===== src/rtl/iq_quad_demod.sv =====
module iq_quad_demod #(
  parameter int DATA_W = 16
) (
  input  logic              clk,
  input  logic              rst,
  input  logic              in_valid,
  input  logic [DATA_W-1:0] in_sample,
  output logic              out_valid,
  output logic [DATA_W-1:0] out_i,
  output logic [DATA_W-1:0] out_q
);
  localparam logic [DATA_W-1:0] S_MAX = {1'b0, {(DATA_W-1){1'b1}}};
  localparam logic [DATA_W-1:0] S_MIN = {1'b1, {(DATA_W-1){1'b0}}};

  function automatic logic [DATA_W-1:0] neg_sat(input logic [DATA_W-1:0] v);
    return (v == S_MIN) ? S_MAX : (~v + 1'b1);
  endfunction

  logic [1:0]        phase;
  logic              have_prev;
  logic [DATA_W-1:0] prev;
  logic [DATA_W-1:0] rot_i, rot_q;

  always_comb begin
    case (phase)
      2'd1:    begin rot_i = in_sample;          rot_q = prev;               end
      2'd2:    begin rot_i = prev;               rot_q = neg_sat(in_sample); end
      2'd3:    begin rot_i = neg_sat(in_sample); rot_q = neg_sat(prev);      end
      default: begin rot_i = neg_sat(prev);      rot_q = in_sample;          end
    endcase
  end

  always_ff @(posedge clk) begin
    if (rst) begin
      phase     <= '0;
      have_prev <= 1'b0;
      prev      <= '0;
      out_valid <= 1'b0;
      out_i     <= '0;
      out_q     <= '0;
    end else begin
      out_valid <= in_valid & have_prev;
      if (in_valid) begin
        phase     <= phase + 2'd1;
        have_prev <= 1'b1;
        prev      <= in_sample;
        if (have_prev) begin
          out_i <= rot_i;
          out_q <= rot_q;
        end
      end
    end
  end
endmodule


===== config.mk =====
export PLATFORM = sky130hd
export DESIGN_NAME = iq_quad_demod
export DESIGN_NICKNAME = d
export VERILOG_FILES = /design/src/rtl/iq_quad_demod.sv
export SDC_FILE = /design/constraint.sdc
export NUM_CORES = 1
export LEC_CHECK = 0
export BUFFER_PORTS_ARGS = -buffer_cell sky130_fd_sc_hd__clkbuf_2
export CAP_MARGIN = 20
export CORE_MARGIN = 3
export CORE_UTILIZATION = 40
export CTS_BUF_LIST = sky130_fd_sc_hd__clkbuf_4 sky130_fd_sc_hd__clkbuf_8
export CTS_CLUSTER_SIZE = 10
export DETAILED_ROUTE_END_ITERATION = 7
export HOLD_SLACK_MARGIN = 0.1
export SYNTH_ARGS = -nofsm -noshare
export SYNTH_HDL_FRONTEND = slang
export SYNTH_SLANG_ARGS = --single-unit

===== constraint.sdc =====
create_clock -name clk -period 5.7 [get_ports clk]
set_clock_uncertainty 0.1 [all_clocks]
set_input_delay 0 -clock clk [delete_from_list [all_inputs] [get_ports clk]]
set_output_delay 0 -clock clk [all_outputs]
set_load 0.01 [all_outputs]

==> results of run 1 <==
-- per-layer routing --
metal	GRT usage	routed length [um]	vias up
li1	-	-	1792
met1	0.3216	5162	1837
met2	0.3949	5649	225
met3	0.04706	1086	35
met4	0.07260	258	0
met5	0	0	-
-- kinds of logic after synthesis --
family	count (synthesis)	share of synthesized area
and+or+nand+nor	162	0.2347
AOI/OAI and AO/OA	137	0.2735
buffers and inverters	61	0.06898
DFF	52	0.2884
muxes	25	0.07002
xor gates and xnor gates	18	0.04368
adders and majority gates	6	0.02080
-- cell type report --
cell class	count	area, sq um
fillers	889	4639
clock inverters	2	35.03
clock buffers	6	76.32
repair buffers	73	460.4
inverters	14	52.55
multi-input cells	348	2323
well taps	108	135.1
flip-flops and latches	52	1041
-- worst paths after layout --
check / from / to / slack, ps / cells after the start
setup reg to reg: prev[0] / out_i[2] / 2740 / 7
hold / removal: rst / prev[12] / 110 / 3
setup / recovery: in_sample[0] / out_i[2] / 2650 / 9
hold reg to reg: out_i[0] / out_i[0] / 340 / 2
-- power by group through the flow --
stage | logic (mW) | clock network, mW | registers [mW]
CTS | 0.264 | 0.271 | 0.415
detailed placement | 0.254 | 0 | 0.424
global placement | 0.255 | 0 | 0.423
floorplan | 0.182 | 0 | 0.416
global route | 0.292 | 0.287 | 0.420
finish | 0.267 | 0.267 | 0.416
-- through the flow --
| step | instances | total power, mW | area [sq um] | util | hold slack [ps] |
|---|---|---|---|---|---|
| 4_1_cts | 603 | 0.9504 | 4124 | 0.4706 | 112.0 |
| 3_3_place_gp | 579 | 0.6777 | 3852 | 0.4396 | 224.3 |
| 3_5_place_dp | 579 | 0.6775 | 3852 | 0.4396 | 231.2 |
| 5_1_grt | 603 | 0.9986 | 4124 | 0.4706 | 130.1 |
| 2_1_floorplan | 461 | 0.5985 | 3610 | - | 47.01 |
| 6_report | 603 | 0.9499 | 4124 | 0.4706 | 109.8 |
-- what timing repair did --
| action | 4_1_cts | 5_1_grt |
|---|---|---|
| resized for setup | 0 | 0 |
| hold endpoints to repair | 27 | 0 |
| hold buffers | 16 | 0 |
-- state kept, by name (all words and copies together), names as in the netlist --
name / flops
have_prev: 1
phase: 2
out_q: 16
prev: 16
out_i: 16
out_valid: 1
-- worst min-delay path, delay by kind of cell --
family,cells,cell delay (ps)
buf+inv,2,350
simple gates,1,140
-- cell usage in the layout, fill, tap and decap left out, types with 9 or more instances in the layout --
cell / count
o21ai_0: 36
xnor2_1: 15
inv_1: 14
or3_1: 10
dfxtp_1: 52
nor2_1: 51
a21oi_1: 12
mux2i_1: 23
nand3_1: 9
a221oi_1: 11
nand2_1: 33
nor3_1: 12
nor4_1: 13
clkbuf_2: 51
dlygate4sd3_1: 16
a22oi_1: 11
==> run_results.csv, run 1 <==
group,metric,value,unit
clock_tree,clkLatencyLatePin,310,ps
timing,tns,0,ps
cells_and_area,diodes,0,
detailed_routing,drc,0,
global_routing,grt_max_degree,41,
timing,rsz0062_at_grt,"no",
timing,slew_headroom,0.3730,
power_and_ir_drop,intPower,0.6242,mW
clock_tree,cts_tree,"built",
synthesis,synth_edf_count,0,
synthesis,yosysSeqAreaShare,0.2884,
synthesis,synth_cell_types,62,
setup_path,path_cells,"dlygate4sd3_1 -> clkbuf_2 -> inv_1 -> ha_1 -> nor3b_2 -> nand4_1 -> nor2_1 -> o21ai_0 -> a2111oi_2",
setup_path,cp_top_family,"simple AND/OR/NAND/NOR gates",
timing,fin_ws,2648,ps
floorplanning,die_h,101.0,um
cells_and_area,fin_nets,519,
setup_path,crit_type,"primary input to register",
detailed_routing,drt_iter0_drc,288,
timing,fin_crit,3052,ps
synthesis,ys.flop_type,"dfxtp_1",
floorplanning,core.rowCount,34,
synthesis,synth_seq_cells,52,
synthesis,synthArstFlopShare,0,
timing,hold_viol,0,
clock_tree,clock-sinks,52,
setup_path,crit_buf_inv,3,
clock_tree,post_cts_buffers,0,
clock_tree,cts-root-buf,"clkbuf_8",
power_and_ir_drop,peakVddDrop,0.0001260,V
power_and_ir_drop,p_sw,0.3257,mW
synthesis,avgSynthCellArea,7.830,sq um
power_and_ir_drop,p_seq_frac,0.438,
synthesis,ys_warn_count,0,
cells_and_area,drive_gt1_frac,0.1616,
setup_path,slowest_stage,"nor2_1",
synthesis,synth_most_common_cell,"dfxtp_1",
place,hpwl,8.330,mm
setup_path,cp_max_fo,10,
clock_tree,numCtsBuffers,5,
timing,max_freq,327.7,MHz
setup_path,crit_path_start_kind,"primary input",
run,drv_cap,0,
setup_path,worst_path_largest_cell_delay,670,ps
setup_path,end_kind,"register",
detailed_routing,wl_per_cell,20.16,um
synthesis,yosysTopAreaCell,"dfxtp_1",
timing,setup_viol,0,
place,port_buffers,51,
power_and_ir_drop,clkPwrFrac,0.281,
timing,min_period_over_period,0.5354,
detailed_routing,ant_nets,0,
place,place_congestion,0.9886,
floorplanning,io_pins,52,
power_and_ir_drop,p_leak,1.577,nW
power_and_ir_drop,power.density,230.3,mW/mm^2
detailed_routing,drt-total-wl,12.16,mm
outcome,status,"finished clean",
place,place_ws,2862,ps
synthesis,syn_area,0.003610,sq mm
global_routing,gr-usage-all-layers,0.2416,
timing,worst_slew_pin_slew,940.5,ps
detailed_routing,vias,3889,
synthesis,synth_cells,461,
clock_tree,htreeDepth,2,
synthesis,synthTopCellsByCount,"dfxtp_1 (52), nor2_1 (51), clkbuf_1 (37)",
synthesis,yosys-top-cells-area,"dfxtp_1 (29%), mux2i_1 (6.4%), nor2_1 (5.3%)",
setup_path,cp.arrival,3170,ps
clock_tree,cts_buffer_depth,2,
power_and_ir_drop,pwr-share-comb,0.281,
synthesis,yosysTopAreaCellShare,0.2884,
global_routing,grt_overflow,0,
floorplanning,start_util,0.4119,
floorplanning,core_area,0.008763,sq mm
timing,slew_viol_final,0,
cells_and_area,areaGrowthSynthToFinish,14.25,%
floorplanning,dieArea,0.01020,sq mm
global_routing,grt_pass1_vias,3744,
detailed_routing,drtPass1Iterations,5,
global_routing,antenna_found_initial,0,
clock_tree,clk_pin_slew,100,ps
detailed_routing,avgViaCountPerCell,6.449,
power_and_ir_drop,power_switching_share,0.3429,
worst_hold_path,hp-class,"primary input to register",
floorplanning,die_w,101.0,um
synthesis,syn_nets,486,
global_routing,grt_pass1_wl,19.76,mm
setup_path,cp.required,5820,ps
Power figures use the tool's default switching activity.
==> run 2, diff against run 1 <==
==> constraint.sdc (replaced) <==
create_clock -name clk -period 2.6 [get_ports clk]
set_clock_uncertainty 0.1 [all_clocks]
set_input_delay 0 -clock clk [delete_from_list [all_inputs] [get_ports clk]]
set_output_delay 0 -clock clk [all_outputs]
set_load 0.01 [all_outputs]
==> run_results.csv, run 2 (same netlist as run 1, synthesis figures left out) <==
group,metric,value,unit
cells_and_area,fillers,914,
cells_and_area,final_core_util,0.5021,
power_and_ir_drop,power.density,477.0,mW/mm^2
cells_and_area,diodes,0,
cells_and_area,final_common_cell,"dfxtp_1",
timing,worst_slew_pin_slew,641.8,ps
detailed_routing,drt_iter0_drc,341,
cells_and_area,areaGrowthSynthToFinish,21.91,%
place,place_ws,177.0,ps
timing,setup_viol,0,
setup_path,end_kind,"register",
timing,fin_ws,115.4,ps
global_routing,grt_pass1_wl,21.29,mm
worst_hold_path,hp-class,"primary input to register",
place,hpwl,9.871,mm
clock_tree,clock-sinks,52,
setup_path,cp_max_fo,6,
clock_tree,clk_pin_slew,100,ps
cells_and_area,drive_gt1_frac,0.2185,
timing,max_freq,402.5,MHz
power_and_ir_drop,p_leak,1.761,nW
timing,hold_viol,0,
power_and_ir_drop,peakVddDrop,0.0002160,V
place,dp.cells,614,
global_routing,gr-usage-all-layers,0.2675,
setup_path,crit_path_start_kind,"primary input",
timing,slew_viol_final,0,
setup_path,cp.required,2710,ps
clock_tree,cts_tree,"built",
global_routing,grt_max_degree,31,
setup_path,cp.arrival,2600,ps
place,place_area,0.004124,sq mm
detailed_routing,drt-total-wl,13.54,mm
clock_tree,htreeDepth,2,
detailed_routing,vias,4020,
cells_and_area,stdcell_count,639,
floorplanning,core.rowCount,34,
clock_tree,clkLatencyLatePin,310,ps
floorplanning,die_w,101.0,um
detailed_routing,ant_nets,0,
outcome,status,"finished clean",
cells_and_area,fin_nets,555,
cells_and_area,design_area,0.004400,sq mm
floorplanning,die_h,101.0,um
cells_and_area,reg_top3,"out_i x16, out_q x16, prev x16",
place,port_buffers,51,
detailed_routing,drtPass1Iterations,6,
floorplanning,start_util,0.4119,
detailed_routing,wl_per_cell,21.19,um
clock_tree,cts-root-buf,"clkbuf_8",
run,drv_cap,0,
clock_tree,post_cts_buffers,0,
floorplanning,dieArea,0.01020,sq mm
global_routing,antenna_found_initial,0,
floorplanning,io_pins,52,
place,place_congestion,0.9155,
detailed_routing,avgViaCountPerCell,6.291,
cells_and_area,mostFrequentLayoutCells,"dfxtp_1 (52), nor2_1 (51), clkbuf_2 (51), buf_4 (40), o21ai_0 (36)",
global_routing,grt_overflow,0,
detailed_routing,drc,0,
timing,slew_headroom,0.5711,
timing,fin_crit,2485,ps
global_routing,grt_pass1_vias,3785,
clock_tree,cts_buffer_depth,2,
setup_path,crit_type,"primary input to register",
floorplanning,core_area,0.008763,sq mm
timing,rsz0062_at_grt,"no",
clock_tree,numCtsBuffers,5,
timing,min_period_over_period,0.9556,
timing,tns,0,ps
[run 2: critical path, cell delays in order]
cell and delay (ps):
dlygate4sd3_1 530, clkbuf_2 160, inv_1 120, ha_1 320, nor3b_2 300, nand4_1 260
nor2_1 350, o21ai_0 180, a2111oi_2 370
[run 2: layout make-up]
| cell class | count | area [sq um] | area share |
|---|---|---|---|
| inverter | 14 | 52.55 | 0.01194 |
| multi-input combinational | 348 | 2328 | 0.5291 |
| timing repair buffer | 109 | 745.7 | 0.1695 |
| sequential | 52 | 1041 | 0.2366 |
| tap | 108 | 135.1 | 0.03071 |
| clock buffer | 8 | 97.59 | 0.02218 |
[run 2: metrics by stage]
| step | total power, mW | hold slack [ps] |
|---|---|---|
| floorplan | 1.312 | 47.01 |
| global placement | 1.552 | 254.9 |
| detailed placement | 1.556 | 266.1 |
| CTS | 2.097 | 114.9 |
| global route | 2.208 | 194.2 |
| finish | 2.099 | 128.3 |
[run 2: worst paths after layout]
| kind | startpoint | cells past startpoint | slack, ps | end |
|---|---|---|---|---|
| hold reg to reg | out_i[0] | 2 | 340 | out_i[0] |
| setup / recovery | in_sample[0] | 9 | 120 | out_i[2] |
| setup reg to reg | prev[0] | 7 | 150 | out_q[10] |
| hold / removal | in_valid | 3 | 130 | have_prev |
[run 2: per-layer routing]
metal	share of wire	track usage
met1	0.43	0.3615
met3	0.074	0.03529
met4	0.022	0.07771
met5	0	0
met2	0.48	0.4446
[run 2: repair_timing]
item / CTS / global route
hold buffers: 17 / 0
resized for setup: 0 / 2
endpoints found under the setup margin: 0 / 2
endpoints found under the hold margin: 29 / 0
[run 2: power by group]
group | leakage, nW | total (mW) | internal [mW] | switching [mW]
Combinational | 1.28 | 0.682 | 0.270 | 0.412
Clock | 0.0523 | 0.527 | 0.239 | 0.287
Sequential | 0.427 | 0.890 | 0.849 | 0.0412
==> run 3, diff against run 2 <==
--- a/config.mk
+++ b/config.mk
@@ -13,6 +13,7 @@
 export CTS_CLUSTER_SIZE = 10
 export DETAILED_ROUTE_END_ITERATION = 7
 export HOLD_SLACK_MARGIN = 0.1
+export RECOVER_POWER = 25
 export SYNTH_ARGS = -nofsm -noshare
 export SYNTH_HDL_FRONTEND = slang
 export SYNTH_SLANG_ARGS = --single-unit
==> run_results.csv, run 3 (same netlist as run 1, synthesis figures left out) <==
group,metric,value,unit
outcome,status,"finished clean",
detailed_routing,ant_nets,0,
timing,max_freq,404.6,MHz
setup_path,cp.required,2710,ps
cells_and_area,mostFrequentLayoutCells,"dfxtp_1 (52), nor2_1 (51), buf_4 (39), o21ai_0 (36)",
global_routing,grt_overflow,0,
clock_tree,clk_pin_slew,100,ps
place,port_buffers,51,
clock_tree,cts_tree,"built",
floorplanning,core.rowCount,34,
detailed_routing,drc,0,
global_routing,antenna_found_initial,0,
setup_path,crit_type,"primary input to register",
timing,hold_viol,0,
floorplanning,start_util,0.4119,
clock_tree,clkLatencyLatePin,320,ps
setup_path,cp.arrival,2590,ps
cells_and_area,drive_gt1_frac,0.1827,
place,hpwl,9.871,mm
cells_and_area,diodes,0,
setup_path,cp_max_fo,6,
worst_hold_path,hp-class,"primary input to register",
setup_path,worst_path_largest_cell_delay,530,ps
cells_and_area,reg_top3,"out_i x16, out_q x16, prev x16",
setup_path,cp_top_family,"simple AND/OR/NAND/NOR gates",
global_routing,gr-usage-all-layers,0.2675,
detailed_routing,wl_per_cell,21.37,um
floorplanning,die_w,101.0,um
cells_and_area,final_common_cell,"dfxtp_1",
timing,rsz0062_at_grt,"no",
global_routing,grt_pass1_vias,3785,
power_and_ir_drop,peakVddDrop,0.0002175,V
floorplanning,core_area,0.008763,sq mm
clock_tree,post_cts_buffers,0,
place,dp.cells,614,
global_routing,grt_max_degree,31,
timing,min_period_over_period,0.9507,
floorplanning,dieArea,0.01020,sq mm
setup_path,slowest_stage,"dlygate4sd3_1",
setup_path,crit_buf_inv,3,
cells_and_area,fillers,924,
timing,fin_ws,128.2,ps
timing,worst_slew_pin_slew,635.3,ps
timing,tns,0,ps
timing,setup_viol,0,
place,place_ws,177.0,ps
timing,slew_headroom,0.5755,
detailed_routing,avgViaCountPerCell,6.371,
timing,fin_crit,2472,ps
clock_tree,htreeDepth,2,
clock_tree,cts_buffer_depth,2,
run,drv_cap,0,
cells_and_area,areaGrowthSynthToFinish,21.18,%
power_and_ir_drop,power.density,480.4,mW/mm^2
cells_and_area,fin_nets,555,
clock_tree,cts-root-buf,"clkbuf_8",
timing,slew_viol_final,0,
setup_path,crit_path_start_kind,"primary input",
global_routing,grt_pass1_wl,21.29,mm
detailed_routing,drt_iter0_drc,321,
floorplanning,die_h,101.0,um
place,place_congestion,0.9155,
power_and_ir_drop,p_leak,1.697,nW
floorplanning,io_pins,52,
detailed_routing,drtPass1Iterations,6,
cells_and_area,stdcell_count,639,
detailed_routing,vias,4071,
detailed_routing,drt-total-wl,13.66,mm
setup_path,end_kind,"register",
setup_path,path_cells,"dlygate4sd3_1 -> clkbuf_2 -> inv_1 -> ha_1 -> nor3b_2 -> nand4_1 -> nor2_1 -> o21ai_0 -> a2111oi_2",
clock_tree,numCtsBuffers,5,
timing,hold_slack,128.2,ps
clock_tree,clock-sinks,52,
-- run 3: through the flow --
stage / area, sq um / power, mW / util
floorplan: 3610 / 1.312 / -
global placement: 4124 / 1.552 / 0.4706
detailed placement: 4124 / 1.556 / 0.4706
CTS: 4392 / 2.097 / 0.5011
global route: 4374 / 2.202 / 0.4991
finish: 4374 / 2.101 / 0.4991
-- run 3: report_power, final --
| group | internal (mW) | switching (mW) | total, mW |
|---|---|---|---|
| Sequential | 0.849 | 0.0410 | 0.890 |
| Clock | 0.239 | 0.292 | 0.531 |
| Combinational | 0.265 | 0.415 | 0.680 |
-- run 3: timing repair --
item / in CTS / in global routing
endpoints found under the setup margin: 0 / 2
hold buffers: 17 / 0
gates resized for setup: 0 / 2
endpoints found under the hold margin: 29 / 0
-- run 3: worst register-to-register path: cells and delay by family (launching register included) --
| kind | cells | cell delay (ps) |
|---|---|---|
| adders and majority gates | 1 | 160 |
| AOI/OAI and AO/OA | 3 | 560 |
| DFF | 1 | 370 |
| buffers and inverters | 1 | 90 |
| and+or+nand+nor | 2 | 1120 |
-- run 3: worst paths after layout --
path / cells after the start / startpoint / endpoint / slack, ps
min: 3 / in_valid / have_prev / 130
max reg2reg: 7 / prev[0] / out_q[10] / 150
max: 9 / in_sample[0] / out_i[2] / 130
min reg2reg: 2 / out_i[0] / out_i[0] / 350
-- run 3: layer usage --
metal / share of wire / wire, um / vias up / track usage
met1: 0.42 / 5738 / 1954 / 0.3615
met2: 0.47 / 6460 / 223 / 0.4446
met5: 0 / 0 / - / 0
li1: - / - / 1867 / -
met3: 0.087 / 1183 / 27 / 0.03529
met4: 0.020 / 276 / 0 / 0.07771
-- run 3: cell type report --
class	instances	area, sq um	share of cell area
Timing Repair Buffer	109	719.4	0.1645
Tap cell	108	135.1	0.03089
Clock buffer	8	97.59	0.02231
Multi-Input combinational cell	348	2328	0.5323
Inverter	14	52.55	0.01201
Sequential cell	52	1041	0.2380
